<file path="src/rtl/byte_alu.sv">
module byte_alu (
  input  logic       clk,
  input  logic       rst_n,
  input  logic [3:0] op,
  input  logic [7:0] acc,
  input  logic [7:0] mem,
  input  logic [7:0] mask,
  input  logic [3:0] bit_ctl,
  input  logic [3:0] flags_in,
  input  logic       dec,
  output logic [7:0] result,
  output logic [7:0] wback,
  output logic [3:0] flags_out
);
  localparam logic [3:0] OP_ADD = 4'd0,  OP_SUB = 4'd1,  OP_CMP = 4'd2,  OP_AND = 4'd3,
                         OP_OR  = 4'd4,  OP_XOR = 4'd5,  OP_SHL = 4'd6,  OP_SHR = 4'd7,
                         OP_ROL = 4'd8,  OP_ROR = 4'd9,  OP_BIT = 4'd10, OP_TST = 4'd11,
                         OP_TSB = 4'd12, OP_TRB = 4'd13, OP_BMD = 4'd14;

  logic       fn, fv, fz, fc;
  assign {fn, fv, fz, fc} = flags_in;

  logic [7:0] addend;
  logic [8:0] sum;
  logic [8:0] diff;
  assign addend = (op == OP_SUB) ? ~mem : mem;
  assign sum    = {1'b0, acc} + {1'b0, addend} + {8'd0, fc};
  assign diff   = {1'b0, acc} - {1'b0, mem};

  logic       unused_dec;
  assign unused_dec = dec;

  logic [7:0] r_d, w_d, tmask;
  logic       n_d, v_d, z_d, c_d;

  always_comb begin
    r_d = acc;
    w_d = mem;
    n_d = fn; v_d = fv; z_d = fz; c_d = fc;
    tmask = 8'd0;
    unique case (op)
      OP_ADD, OP_SUB: begin
        r_d = sum[7:0];
        c_d = sum[8];
        v_d = (acc[7] == addend[7]) && (sum[7] != acc[7]);
        n_d = sum[7];
        z_d = (sum[7:0] == 8'd0);
      end
      OP_CMP: begin
        c_d = ~diff[8];
        n_d = diff[7];
        z_d = (diff[7:0] == 8'd0);
      end
      OP_AND, OP_OR, OP_XOR: begin
        r_d = (op == OP_AND) ? (acc & mem) : (op == OP_OR) ? (acc | mem) : (acc ^ mem);
        n_d = r_d[7];
        z_d = (r_d == 8'd0);
      end
      OP_SHL, OP_ROL: begin
        r_d = {mem[6:0], (op == OP_ROL) ? fc : 1'b0};
        w_d = r_d;
        c_d = mem[7];
        n_d = r_d[7];
        z_d = (r_d == 8'd0);
      end
      OP_SHR, OP_ROR: begin
        r_d = {(op == OP_ROR) ? fc : 1'b0, mem[7:1]};
        w_d = r_d;
        c_d = mem[0];
        n_d = r_d[7];
        z_d = (r_d == 8'd0);
      end
      OP_BIT, OP_TST: begin
        tmask = (op == OP_TST) ? mask : acc;
        n_d = mem[7];
        v_d = mem[6];
        z_d = ((tmask & mem) == 8'd0);
      end
      OP_TSB, OP_TRB: begin
        w_d = (op == OP_TSB) ? (acc | mem) : ((acc | mem) ^ acc);
        n_d = w_d[7];
        v_d = w_d[6];
        z_d = (w_d == 8'd0);
      end
      OP_BMD: begin
        w_d = mem;
        w_d[bit_ctl[2:0]] = bit_ctl[3];
      end
      default: ;
    endcase
  end

  always_ff @(posedge clk) begin
    if (!rst_n) begin
      result    <= 8'd0;
      wback     <= 8'd0;
      flags_out <= 4'd0;
    end else begin
      result    <= r_d;
      wback     <= w_d;
      flags_out <= {n_d, v_d, z_d, c_d};
    end
  end

  p_add_sum_r2: assert property (@(posedge clk) disable iff (!rst_n)
    ($past(rst_n) && $past(op) == OP_ADD) |->
      ({flags_out[0], result} == {1'b0, $past(acc)} + {1'b0, $past(mem)} + {8'd0, $past(flags_in[0])}));

  p_cmp_carry_r4: assert property (@(posedge clk) disable iff (!rst_n)
    ($past(rst_n) && $past(op) == OP_CMP) |-> (flags_out[0] == ($past(acc) >= $past(mem))));

  p_logic_keep_r5: assert property (@(posedge clk) disable iff (!rst_n)
    ($past(rst_n) && ($past(op) == OP_AND || $past(op) == OP_OR || $past(op) == OP_XOR)) |->
      (flags_out[2] == $past(flags_in[2]) && flags_out[0] == $past(flags_in[0])));

  p_bit_nv_r7: assert property (@(posedge clk) disable iff (!rst_n)
    ($past(rst_n) && $past(op) == OP_BIT) |->
      (flags_out[3] == $past(mem[7]) && flags_out[2] == $past(mem[6]) && result == $past(acc)));

  p_tsb_wb_r9: assert property (@(posedge clk) disable iff (!rst_n)
    ($past(rst_n) && $past(op) == OP_TSB) |-> (wback == ($past(acc) | $past(mem))));

  p_bmd_one_r10: assert property (@(posedge clk) disable iff (!rst_n)
    ($past(rst_n) && $past(op) == OP_BMD) |->
      ($countones(wback ^ $past(mem)) <= 1 && flags_out == $past(flags_in)));
endmodule

</file>
<file path="config.mk">
export PLATFORM = sky130hd
export DESIGN_NAME = byte_alu
export DESIGN_NICKNAME = d
export VERILOG_FILES = /design/src/rtl/byte_alu.sv
export SDC_FILE = /design/constraint.sdc
export NUM_CORES = 1
export LEC_CHECK = 0
export ABC_AREA = 1
export BUFFER_PORTS_ARGS = -buffer_cell sky130_fd_sc_hd__buf_2
export CELL_PAD_IN_SITES_DETAIL_PLACEMENT = 2
export CELL_PAD_IN_SITES_GLOBAL_PLACEMENT = 2
export CORE_MARGIN = 2
export CORE_UTILIZATION = 31
export CTS_CLUSTER_DIAMETER = 200
export CTS_CLUSTER_SIZE = 8
export DETAILED_ROUTE_END_ITERATION = 6
export GPL_ROUTABILITY_DRIVEN = 0
export MAX_ROUTING_LAYER = met4
export PLACE_DENSITY = 0.95
export SLEW_MARGIN = 20
export SYNTH_ARGS = -nofsm -noshare
export SYNTH_HDL_FRONTEND = slang
export SYNTH_SLANG_ARGS = --single-unit
</file>
<file path="constraint.sdc">
create_clock -name clk -period 6.3 [get_ports clk]
set_input_delay 0.63 -clock clk [delete_from_list [all_inputs] [get_ports clk]]
set_output_delay 0.63 -clock clk [all_outputs]
set_load 0.03 [all_outputs]
</file>
Yosys cells after proc, flatten, opt, wreduce, memory -nomap -nowiden --
Cells that the tools add are included.
Operators by class: $add $sub $neg 3, multiply operators 0, div/mod/pow operators 0, order comparisons 2, equal/unequal tests 16, shifts and indexed selects 0, multiplexer cells 16, bitwise operators 7, reduce and logical (&&, ||, !) cells 16
Operator list (count):
- case mux 8 bit (4 select lines) | 2
- logical NOT 8 bit | 7
- two-way mux 8 bit | 5
- equality test 4 bit, second input constant | 7
- AND 8 bit | 2
- equality test 4 x 3 -> 1 bit, second input constant | 4
- bitwise XOR 8 bit | 2
- case mux 1 bit (7 select lines) | 2
- OR reduction 2 bit | 5
- adder 8 x 8 -> 9 bit | 1
- adder 9 x 1 -> 9 bit | 1
- subtractor 8 x 8 -> 9 bit | 1
- bitwise mux 8 bit | 1
- equality test 4 x 2 -> 1 bit, second input constant | 2
- NOT 8 bit | 1
- OR 8 bit | 1
- equality test 4 x 1 -> 1 bit, second input constant | 1
- logical NOT 4 bit | 1
- less-than comparator 3 x 4 -> 1 bit, second input constant | 1
- case mux 1 bit (4 select lines) | 1
- demux 1 bit (select 3 bit) | 1
- greater-or-equal comparator 3 x 1 -> 1 bit, second input constant | 1
- two-way mux 1 bit | 3
- case mux 1 bit (3 select lines) | 1
- 5 further kinds | 6
Storage, ports and cells: register bits 20, latch bits 0, bits in writable memories 0, memory bits (read-only) 0, input port bits 39, output and inout bits 20, logic and storage cells 63, memories kept 0

Longest topological paths before layout --
depth in word-level cells 7, mapped depth 20, mapped depth without buffers 20

Least setup slack after synthesis --
No wires, ideal clock.
kind input port to flip-flop, start input port op[2], end register flags_out[0], library setup time 121 ps, arrival time 2683 ps, data required time 6179 ps, setup slack 3496 ps, cell stages on the path 19, path buffers 0, path through nor2_1 > nand2_1 > xor2_1 > fa_1 > inv_1 > fa_1 > inv_1 > nand3_1 > nand2_1 > nand2_1 > nand2_1 > nand2_1 > nand2_1 > nand2_1 > nand2_1 > nand2_1 > nand2_1 > nor2_1 > a21oi_1
Between the ends: word-level cells in the longest chain between the ends 5, elaborated cells between the ends (all ways) 14, classes of those cells add/sub: 2; eq/ne: 6; mux: 2; reduce/logical: 4
Ends and longest elaborated chain:
- start, declared | line 4 | input logic [3:0] op,
- equality test 4 x 1 -> 1 bit | line 26, 41
- two-way mux 8 bit | line 26 | assign addend = (op == OP_SUB) ? ~mem : mem;
- adder 8 x 8 -> 9 bit | line 27 | assign sum = {1'b0, acc} + {1'b0, addend} + {8'd0, fc};
- adder 9 x 1 -> 9 bit | line 27
- case mux 1 bit (4 select lines) (*) | line 41 | unique case (op)
- end signal, assigned | line 101 | flags_out <= {n_d, v_d, z_d, c_d};
- end, declared | line 13 | output logic [3:0] flags_out
Every way passes the cells marked *; elsewhere a longest branch is shown, timed or not. A chain may end at the register's enable or synchronous reset.

Worst setup path in the final report --
Same ends and word-level chain as after synthesis.

==> impl_metrics.yaml <==
synthesis:
  synth_top_area_share_pct: 20.2
  synth-xor-area-share_pct: 3.36
  synth_edf_count: 0
  synth_compound_area_share_pct: 16.3
  synth.largest_area_cell: "nand2_1"
  synth.most_common_cell: "nand2_1"
  yosys-top-cells-count: "nand2_1 (154), inv_1 (66), nand3_1 (47), nor2_1 (41), ha_1 (31)"
  synth.distinct_cells: 37
  yosys_most_used_dff: "dfxtp_1"
  synthSimpleGateAreaFrac_pct: 40.8
  postSynthRegisterBits: 20
  synthMuxAreaShare_pct: 0
  syn_avg_cell_area_um2: 5.82
  synthCells: 493
  async_flop_share_pct: 0
  yosysSeqAreaShare_pct: 14.0
  synth_fa_ha_area_share_pct: 15.6
  synth_top_family_by_area: "simple AND/OR/NAND/NOR gates"
  synth_area_leaders: "nand2_1 (20%), dfxtp_1 (14%), ha_1 (14%)"
  yosysWarnings: 0
  syn_area_mm2: 0.00287
  synth_fp_nets: 566
floorplanning:
  rows: 35
  dieArea_mm2: 0.0100
  ios: 59
  start_util_pct: 31.5
  design.core.area_mm2: 0.00911
  die_w_um: 100
  fp.dieH_um: 100
global_route:
  grt_max_degree: 18
  antenna_found_initial: 0
  grt-ovfl-total: 0
  grt_pass1_vias: 4097
  grt_util_all_layers_pct: 30.0
  grt_pass1_wl_um: 22600
sta:
  clock.fmax_mhz: 287
  period_share_pct: 55.3
  final.setup.worst_slack_ps: 2820
  hold_viol_final: 0
  relSlewSlack_pct: 58.9
  fin_crit_ps: 3480
  setup_violations: 0
  grt_setup_unrepaired: "no"
  tightestPinTransition_ps: 615
  slew_viol_final: 0
  fin_setup_tns_ps: 0
worst_setup_path:
  crit_path_frequent_cell: "nand2_1"
  crit_path_max_incr_delay_ps: 430
  slowest_stage: "fa_1"
  worstPathRequired_ps: 6430
  cp-start-kind: "primary input"
  crit_arrival_ps: 3610
  crit_type: "in2reg"
  crit_buf_inv: 3
  crit_fanout: 8
  crit_path_end_kind: "flip-flop"
  critPathTopFamily: "simple AND/OR/NAND/NOR gates"
  cp_cell_sequence: "buf_2 -> nor2_1 -> nand2_1 -> xor2_1 -> fa_1 -> inv_1 -> fa_1 -> inv_1 -> nand3_1 -> nand2_1 -> nand2_1 -> nand2_1 -> nand2_1 -> nand2_1 -> nand2_1 -> nand2_1 -> nand2_1 -> nand2_1 -> nor2_1 -> a21oi_1"
pwr:
  p_comb_share_pct: 52.7
  p_int_w: 0.000277
  leakage_nw: 1.84
  pwr-share-seq_pct: 26.9
  p_sw_w: 0.000249
  p_per_area_mw_per_mm2: 158
  pwr-share-clk_pct: 20.4
  p_sw_share_pct: 47.3
  vdd_drop_max_v: 0.0000675
final_layout:
  diodes: 0
  finalCoreUtilization_pct: 36.6
  final_net_count: 626
  stdcell_area_mm2: 0.00334
  drive_above_1_share_pct: 13.8
  areaGrowthSynthToFinish_pct: 16.4
clock_network:
  holdBufCountCts: 0
  clockBufferDepth: 2
  cts_resized: 0
  root_buffer: "clkbuf_8"
  post_cts_buffers: 0
  cts_tree: "done"
  cts.clk_slew.worst_paths_ps: 90
  h-tree-depth: 1
  cts_made_buffers: 3
  numClockSinks: 20
detailed_routing:
  num_vias: 3803
  drt_iter0_markers: 185
  ant_nets: 0
  drtPass1Iterations: 5
  drt-vias-per-instance: 5.74
  wire_per_inst_um: 21.6
  drcViolationCount: 0
  wirelength_um: 14300
place:
  portBuffers: 57
  pre_cts_slack_ps: 2620
  dpl-instance-area_mm2: 0.00328
  dp_hpwl_um: 11800
min_path:
  hold_path_class: "in2reg"
run_status:
  outcome: "complete, no violations"
flow_run:
  cap_viol_max_count: 0
==> metal layers <==
metal	vias to the layer above	global-route usage [%]	part of all wire [%]
met4	0	8.64	2.7
met1	1886	37.0	42
met2	141	51.8	50
met3	40	3.06	5.0
met5	-	-	0
li1	1736	-	-
==> power groups by stage <==
stage | registers [W] | logic, W | clock network [W]
5_1_grt | 0.000143 | 0.000305 | 0.000113
3_5_place_dp | 0.000145 | 0.000272 | 0
6_report | 0.000141 | 0.000277 | 0.000107
3_3_place_gp | 0.000144 | 0.000250 | 0
4_1_cts | 0.000142 | 0.000274 | 0.000110
2_1_floorplan | 0.000169 | 0.000145 | 0
==> layout by cell type (no fill, tap or decap), types with 3 or more instances in the layout <==
cell type and n:
nand2_1 154, inv_1 66, buf_2 57, nand3_1 47, nor2_1 41, ha_1 31
a21oi_1 24, dfxtp_1 20, o21ai_0 16, o22ai_1 11, xor2_1 9, or2_1 7
inv_2 6, nor3_1 6, nand4_1 6, nor2_2 4, o21ai_1 4, a31oi_1 4
nand3b_1 4, a211oi_1 4, clkbuf_8 4, o31ai_1 3, a41oi_1 3, fa_1 3
==> path summary, 6_finish.rpt <==
kind                  depth (start not counted)  start  slack (ps)            to
worst max-delay path                         20  op[2]        2820  flags_out[0]
worst min-delay path                          3  rst_n         640     result[0]
==> layout make-up <==
| type | instances | area, um2 |
|---|---|---|
| well taps | 111 | 139 |
| multi-input cells | 397 | 2180 |
| inverters | 74 | 278 |
| clock buffers | 4 | 55.1 |
| flip-flops and latches | 20 | 400 |
| fillers | 1190 | 5770 |
| repair buffers | 57 | 285 |
==> flip-flops by register name, indices dropped and copies added (netlist names) <==
register	cells
flags_out	4
wback	8
result	8
==> cell families (layout without fill, tap and decap cells) <==
kind of cell	after synthesis	in the layout
AOI/OAI and AO/OA	78	78
DFF	20	20
adders and majority gates	34	34
and+or+nand+nor	274	274
xor gates and xnor gates	11	11
buffers and inverters	76	135
==> metrics by stage <==
stage / hold WS [ps] / power [W] / cells
3_5_place_dp: 917 / 0.000417 / 659
2_1_floorplan: 728 / 0.000314 / 493
5_1_grt: 647 / 0.000560 / 663
6_report: 640 / 0.000526 / 663
4_1_cts: 630 / 0.000526 / 663
3_3_place_gp: 908 / 0.000393 / 659
No activity file was read; power rests on OpenSTA's default activity.
